### src/rtl/irq_cascade_pkg.sv
package irq_cascade_pkg;

  localparam int LINES   = 8;
  localparam int IDX_W   = $clog2(LINES);
  localparam logic [7:0] EOI_CODE = 8'h20;

  typedef struct packed {
    logic             hit;
    logic [IDX_W-1:0] idx;
  } pick_t;

  // Walk from the most urgent line; an in-service bit blocks itself and below.
  function automatic pick_t pick_line(input logic [LINES-1:0] pend,
                                      input logic [LINES-1:0] isr);
    pick_t  p;
    logic   blocked;
    p       = '0;
    blocked = 1'b0;
    for (int i = 0; i < LINES; i++) begin
      if (isr[i]) blocked = 1'b1;
      if (!blocked && !p.hit && pend[i]) begin
        p.hit = 1'b1;
        p.idx = IDX_W'(i);
      end
    end
    return p;
  endfunction

  // One-hot of the most urgent in-service bit (zero when none).
  function automatic logic [LINES-1:0] top_service(input logic [LINES-1:0] isr);
    logic [LINES-1:0] oh;
    oh = '0;
    for (int i = LINES - 1; i >= 0; i--)
      if (isr[i]) oh = LINES'(1) << i;
    return oh;
  endfunction

  function automatic logic [7:0] make_vector(input logic [7:0] base,
                                             input logic [IDX_W-1:0] idx);
    return {base[7:IDX_W], idx};
  endfunction

endpackage

### src/rtl/irq_edge_det.sv
module irq_edge_det #(
  parameter int W = 8
) (
  input  logic         clk,
  input  logic         rst_n,
  input  logic [W-1:0] lines,
  output logic [W-1:0] rise
);
  logic [W-1:0] prev_q;

  always_ff @(posedge clk or negedge rst_n)
    if (!rst_n) prev_q <= '0;
    else        prev_q <= lines;

  assign rise = lines & ~prev_q;
endmodule

### src/rtl/irq_stage.sv
module irq_stage
  import irq_cascade_pkg::*;
#(
  parameter logic [7:0]       RESET_BASE  = 8'h08,
  parameter logic [LINES-1:0] LEVEL_LINES = '0
) (
  input  logic             clk,
  input  logic             rst_n,
  input  logic [LINES-1:0] lines,
  input  logic             mask_we,
  input  logic             cmd_we,
  input  logic [7:0]       wdata,
  input  logic             ack,
  output logic [LINES-1:0] mask_q,
  output logic [LINES-1:0] isr_q,
  output logic             req,
  output logic [IDX_W-1:0] win_idx,
  output logic [7:0]       vector,
  output logic             ack_fire,
  output logic             eoi_fire
);
  logic [LINES-1:0] rise, irr_q, irr_eff, pend, ack_oh, eoi_oh;
  logic [7:0]       base_q;
  logic             base_we;
  pick_t            pick;

  irq_edge_det #(.W(LINES)) u_edge (
    .clk(clk), .rst_n(rst_n), .lines(lines), .rise(rise)
  );

  // Level lines (the cascade input) bypass the edge latch.
  assign irr_eff  = (irr_q & ~LEVEL_LINES) | (lines & LEVEL_LINES);
  assign pend     = irr_eff & ~mask_q;
  assign pick     = pick_line(pend, isr_q);
  assign req      = pick.hit;
  assign win_idx  = pick.idx;
  assign vector   = make_vector(base_q, pick.idx);

  assign ack_fire = ack && pick.hit;
  assign eoi_fire = cmd_we && (wdata == EOI_CODE);
  assign base_we  = cmd_we && wdata[0];
  assign ack_oh   = ack_fire ? (LINES'(1) << pick.idx) : '0;
  assign eoi_oh   = eoi_fire ? top_service(isr_q) : '0;

  always_ff @(posedge clk or negedge rst_n) begin
    if (!rst_n) begin
      mask_q <= '1;
      irr_q  <= '0;
      isr_q  <= '0;
      base_q <= RESET_BASE;
    end else begin
      irr_q <= ((irr_q & ~ack_oh) | rise) & ~LEVEL_LINES;
      isr_q <= (isr_q & ~eoi_oh) | ack_oh;
      if (mask_we) mask_q <= wdata;
      if (base_we) base_q <= {wdata[7:IDX_W], {IDX_W{1'b0}}};
    end
  end
endmodule

### src/rtl/irq_cascade_ctrl.sv
module irq_cascade_ctrl
  import irq_cascade_pkg::*;
#(
  parameter logic [7:0] M_CMD_PORT  = 8'h20,
  parameter logic [7:0] M_MASK_PORT = 8'h21,
  parameter logic [7:0] S_CMD_PORT  = 8'hA0,
  parameter logic [7:0] S_MASK_PORT = 8'hA1,
  parameter logic [7:0] M_BASE_RST  = 8'h08,
  parameter logic [7:0] S_BASE_RST  = 8'h70,
  parameter int         CASCADE_IN  = 2
) (
  input  logic        clk,
  input  logic        rst_n,
  input  logic [15:0] irq_in,
  input  logic [7:0]  io_addr,
  input  logic        io_wr,
  input  logic        io_rd,
  input  logic [7:0]  io_wdata,
  output logic [7:0]  io_rdata,
  output logic        int_req,
  input  logic        int_ack,
  output logic [7:0]  int_vector
);
  localparam logic [LINES-1:0] CASC_OH = LINES'(1) << CASCADE_IN;

  logic [LINES-1:0] m_lines, m_mask, m_isr, s_mask, s_isr;
  logic [IDX_W-1:0] m_idx, s_idx;
  logic [7:0]       m_vector, s_vector;
  logic             m_req, s_req, m_ack_fire, s_ack_fire, m_eoi_fire, s_eoi_fire;
  logic             s_ack, unused_cascade_pin;
  logic [7:0]       vec_q;

  assign unused_cascade_pin = irq_in[CASCADE_IN];

  always_comb begin
    m_lines             = irq_in[7:0];
    m_lines[CASCADE_IN] = s_req;
  end

  irq_stage #(.RESET_BASE(M_BASE_RST), .LEVEL_LINES(CASC_OH)) u_primary (
    .clk(clk), .rst_n(rst_n), .lines(m_lines),
    .mask_we(io_wr && io_addr == M_MASK_PORT),
    .cmd_we (io_wr && io_addr == M_CMD_PORT),
    .wdata(io_wdata), .ack(int_ack),
    .mask_q(m_mask), .isr_q(m_isr), .req(m_req), .win_idx(m_idx),
    .vector(m_vector), .ack_fire(m_ack_fire), .eoi_fire(m_eoi_fire)
  );

  assign s_ack = m_ack_fire && (m_idx == IDX_W'(CASCADE_IN));

  irq_stage #(.RESET_BASE(S_BASE_RST), .LEVEL_LINES('0)) u_secondary (
    .clk(clk), .rst_n(rst_n), .lines(irq_in[15:8]),
    .mask_we(io_wr && io_addr == S_MASK_PORT),
    .cmd_we (io_wr && io_addr == S_CMD_PORT),
    .wdata(io_wdata), .ack(s_ack),
    .mask_q(s_mask), .isr_q(s_isr), .req(s_req), .win_idx(s_idx),
    .vector(s_vector), .ack_fire(s_ack_fire), .eoi_fire(s_eoi_fire)
  );

  always_ff @(posedge clk or negedge rst_n)
    if (!rst_n)          vec_q <= '0;
    else if (m_ack_fire) vec_q <= s_ack ? s_vector : m_vector;

  always_comb begin
    io_rdata = '0;
    if (io_rd && io_addr == M_MASK_PORT) io_rdata = m_mask;
    if (io_rd && io_addr == S_MASK_PORT) io_rdata = s_mask;
  end

  assign int_req    = m_req;
  assign int_vector = vec_q;
endmodule

### config.mk
export PLATFORM = sky130hd
export DESIGN_NAME = irq_cascade_ctrl
export DESIGN_NICKNAME = d
export VERILOG_FILES = /design/src/rtl/irq_cascade_pkg.sv /design/src/rtl/irq_edge_det.sv /design/src/rtl/irq_stage.sv /design/src/rtl/irq_cascade_ctrl.sv
export SDC_FILE = /design/constraint.sdc
export NUM_CORES = 1
export LEC_CHECK = 0
export ABC_AREA = 1
export CORE_MARGIN = 3
export CORE_UTILIZATION = 40
export CTS_CLUSTER_DIAMETER = 150
export DETAILED_ROUTE_END_ITERATION = 8
export DONT_BUFFER_PORTS = 1
export PLACE_DENSITY = 0.51
export SYNTH_ARGS = -nofsm -noshare
export SYNTH_HDL_FRONTEND = slang
export SYNTH_SLANG_ARGS = --single-unit
### constraint.sdc
create_clock -name clk -period 5 [get_ports clk]
set_input_delay 1.25 -clock clk [delete_from_list [all_inputs] [get_ports clk]]
set_output_delay 1.25 -clock clk [all_outputs]
set_load 0.1 [all_outputs]
Word-level counts from Yosys, hierarchy flattened --
Index checks and enable logic that the tools add are counted.
Storage, ports and cells: register bits 81, latch bits 0, bits in writable memories 0, ROM bits 0, input bits 37, output and inout port bits 17, logic and storage cells 168, memories kept 0
Operators by class: $add $sub $neg 0, $mul 0, divide/modulo/power cells 0, order comparisons 0, equality and inequality tests 6, shifts and indexed selects 2, muxes and demuxes 55, bitwise logic cells 21, reductions and logical operators 73
Operators by type and width (count):
- $mux W8 | 23
- $and A8 B8 Y8 | 8
- $mux W4 | 16
- $not A8 Y8 | 8
- $logic_and A1 B1 Y1 | 43
- $or A8 B8 Y8 | 4
- $logic_not A1 Y1 | 30
- $eq A8 B6 Y1 const B | 3
- $eq A8 B8 Y1 const B | 2
- $mux W1 | 16
- $shl A1 B3 Y8 const A | 2
- $or A8 B3 Y8 | 1
- $eq A3 B2 Y1 const B | 1

Longest topological paths before layout --
depth after elaboration 71, depth in mapped cells 18, depth with buffers taken out 17

Cells and area by module --
Synthesis repeated with hierarchy kept, for this count alone.
Unflattened totals: cell total of the unflattened synthesis 532, area, all modules 4406.7 µm²
Modules (own cells, without submodules):
- irq_stage at u_secondary | times used 1, cells an instance 183, area an instance 1552.7 µm², seq. area each 739.5 µm²
- irq_stage at u_primary | times used 1, cells an instance 178, area an instance 1496.4 µm², seq. area each 711.9 µm²
- irq_cascade_ctrl | times used 1, cells an instance 123, area an instance 797.0 µm², seq. area each 200.2 µm²
- irq_edge_det | times used 2, cells an instance 24, area an instance 280.3 µm², seq. area each 200.2 µm²

Worst setup path before layout --
No wires, ideal clock.
kind input to output, start point input io_addr[3], end point output io_rdata[5], data arrival time 4.231 ns, data required time 3.750 ns, slack -0.481 ns, cell stages on the path 5, path buffers 0, cells stage by stage nor2_1 inv_1 nor3b_1 nand3_1 o32ai_1
Between the ends: word-level cells in the longest chain between the ends 4, elaborated cells on any way between the ends 6, classes of those cells eq/ne: 2; mux: 2; reduce/logical: 2
RTL lines:
- start, declared | RTL line irq_cascade_ctrl.sv:15 | input logic [7:0] io_addr,
- $eq A8 B6 Y1 | RTL line irq_cascade_ctrl.sv:66 | if (io_rd && io_addr == M_MASK_PORT) io_rdata = m_mask;
- $logic_and A1 B1 Y1 | RTL line irq_cascade_ctrl.sv:66
- $mux W8 | RTL line irq_cascade_ctrl.sv:66
- $mux W8 * | RTL line irq_cascade_ctrl.sv:67 | if (io_rd && io_addr == S_MASK_PORT) io_rdata = s_mask;
- end, declared | RTL line irq_cascade_ctrl.sv:19 | output logic [7:0] io_rdata,
Every way passes the cells marked *; elsewhere a longest branch is shown, timed or not.

Worst setup path after layout --
Ends and elaborated chain as after synthesis.

==> run metrics <==
Compound-Gate Fraction of Synth Area=0.1114; initial DRC count=between 100 and 150; area grow syn2layout=10.60%; final worst clock skew=0.009940 ns; LEAKAGE=about 2.2 nW; Filler cells=slightly above 900; max-slew violations=0; Post-Syn Instances=about 470; Sink Count=80; fraction of layout cells with a size suffix above 1=0.1592; Max-slew headroom=0.3825; Yosys Warn Count=0; endpoint class of the critical path=output port; crit path DAT=between 2 and 3 ns; Post-Synth Adder-Cell Area=0; RR Endpoint=int_vector[1]; CP Launch Type=input port; register area share after synthesis=0.5217; largest fanout on the critical path=8; final WL=~8800 µm; CTS root buffer=clkbuf_8; Synth Area in XOR/XNOR=0; core area=between 9000 and 10,000 µm²; total power=approximately 1.3 mW; status=finished clean; hold path start=u_primary.u_edge.prev_q[1]; Peak supply drop=0.0002201 V; Yosys reg bits=80; largest family of logic cells by synthesized area=simple AND/OR/NAND/NOR gates; final setup vio count=0; Tmin final=around 4.1 ns; initial antenna violation count=0; ant diodes=0; smallest hold slack=about 0.41 ns; # rows=35; mean cell area of the mapped netlist=8.231 µm²; CTS tree=done; critical path required time=3.75 ns; register-to-register setup slack=~1.9 ns; pre-CTS setup slack=a little over 0.9 ns; pwr/cell area=293.8 nW/µm²; CP Class=input port to output port; final hold viol count=0; vias per inst=4.826; postcts setup bufs=0; synth unique cells=37; Port Buffers=0; Die Area=10,930 µm²; placed insts=between 600 and 700; non-filler instance count after layout=around 620; worst r2r path cells=15; I/O Pins=54; grt total ovfl=0; fin crit share=0.8143; Multi-input gate area=1524 µm²; cts bufs inserted=9; final setup TNS=0 ns; drt wl/cell=about 14 µm; hold_buf cts=0; post_cts resized=0; vias=between 2,000 and 3,000; Tightest Pin Transition=0.9263 ns; vias in the first global route=between 2,000 and 3,000; Post-DP HPWL=approximately 6700 µm; final RePlAce weighted congestion=~0.80; area leader, netlist=dfrtp_1; Die Wd=between 100 and 150 µm; worst setup margin=just over 0.9 ns; hold endpoint=u_primary.irr_q[1]; Clock Tree Buf Depth=2; Hold Crit Class=flop to flop; Initial Util=0.4165; DRT Pass-1 Iters=4; nets=around 520; ranking of synthesized cells by area=dfrtp_1 39%, dfstp_2 14%, nand2_1 12%; register area=roughly 2000 µm²; hold depth=1; R2R Path Start=u_secondary.mask_q[0]; DRC Markers=0; Achievable Freq=about 250 MHz; Max H-tree Level=3; Synth Net Count=about 510; Die Y-Extent=between 100 and 150 µm; mapped cell area=3885 µm²; Synth Area in Simple Gates=0.2647; post-synthesis mux area share=0; post-synth top area share=0.3865; gr usage total=0.1720; Antenna Nets Post-Route=0; RSZ-0062 raised after global routing=false; Max Cap Viol=0; clock slew at reported path FFs=around 0.090 ns; later-pin clock latency in the skew report=0.36 ns; largest net degree at the start of global routing=81; global-route wire length before repair=14,780 µm
routing by layer:
metal | share of wire | up-vias | global-route usage
met2 | 0.48 | 53 | 0.2791
met1 | 0.46 | 1399 | 0.2235
met5 | 0 | - | 0
li1 | - | 1521 | -
met3 | 0.037 | 14 | 0.04447
met4 | 0.017 | 0 | 0.05888
cell usage after synthesis, drive strengths merged:
master and instances:
nand2 132, inv 91, dfrtp 60, o21ai 46, nor2 39, dfstp 20, nor3 15, nand3 14
a21oi 11, nand4 11, o22ai 9, nor4 7, buf 4, clkbuf 2, nand3b 2, nor3b 2
a31oi 1, and3 1, o211ai 1, o21bai 1, o31ai 1, o32ai 1, o41ai 1
how the worst max path moves through the flow:
stage | start | to | slack (ns) | cells after the start
after floorplan | io_addr[3] | io_rdata[0] | 0.21 | 7
after global placement | io_addr[3] | io_rdata[5] | 0.95 | 6
after detailed placement | io_addr[3] | io_rdata[5] | 0.93 | 6
after CTS | io_addr[3] | io_rdata[5] | 0.92 | 6
after global routing | io_addr[3] | io_rdata[5] | 0.71 | 6
final | io_addr[3] | io_rdata[5] | 0.93 | 6
flip-flops by register name (all words and copies together) (netlist names), 8 cells and up:
name,cells
u_primary.mask_q,8
u_secondary.isr_q,8
u_secondary.mask_q,8
u_secondary.u_edge.prev_q,8
u_primary.isr_q,8
int_vector,8
u_secondary.irr_eff,8
cells in the final DEF, fill, tap and decap left out, types with 2 or more instances in the layout:
| cell | count |
|---|---|
| nor2_1 | 33 |
| nand3b_1 | 2 |
| o21ai_2 | 8 |
| o21ai_1 | 2 |
| a21oi_1 | 7 |
| buf_4 | 8 |
| inv_1 | 90 |
| nor3b_1 | 2 |
| dfrtp_1 | 60 |
| nor4_1 | 7 |
| o22ai_2 | 7 |
| nand2_2 | 4 |
| nand3_1 | 13 |
| o21ai_0 | 36 |
| nand2_1 | 127 |
| nor3_1 | 14 |
| dfstp_2 | 20 |
| o22ai_1 | 2 |
| nor2_2 | 4 |
| nand4_1 | 10 |
| clkbuf_8 | 10 |
| a21oi_2 | 4 |
| clkinvlp_4 | 2 |
| clkinv_4 | 3 |
cells by family after synthesis:
logic type / Yosys count
AO/OA/AOI/OAI: 72
buffers and inverters: 97
AND/OR/NAND/NOR: 223
flip-flops: 80
through the flow:
stage	util	instance area [µm²]
after floorplan	-	3892
after global placement	0.4410	4114
after detailed placement	0.4410	4114
after CTS	0.4606	4297
after global routing	0.4606	4297
final	0.4606	4297
layout make-up:
type / instances / area share
Multi-Input combinational cell: 295 / 0.3547
Inverter: 91 / 0.07950
Timing Repair Buffer: 8 / 0.01398
Clock inverter: 6 / 0.01048
Tap cell: 129 / 0.03757
Clock buffer: 10 / 0.03203
Sequential cell: 80 / 0.4718
power breakdown:
part / total [mW] / internal (mW) / switching, mW
Clock: 0.437 / 0.194 / 0.242
Sequential: 0.740 / 0.681 / 0.0591
Combinational: 0.0861 / 0.0265 / 0.0596
critical path, stage by stage:
cell	delay (ns)
nor2_1	0.08
inv_1	0.06
nor3b_1	0.29
nand3_1	0.44
o32ai_4	0.36
buf_4	0.34
No activity file was read; power rests on OpenSTA's default activity.
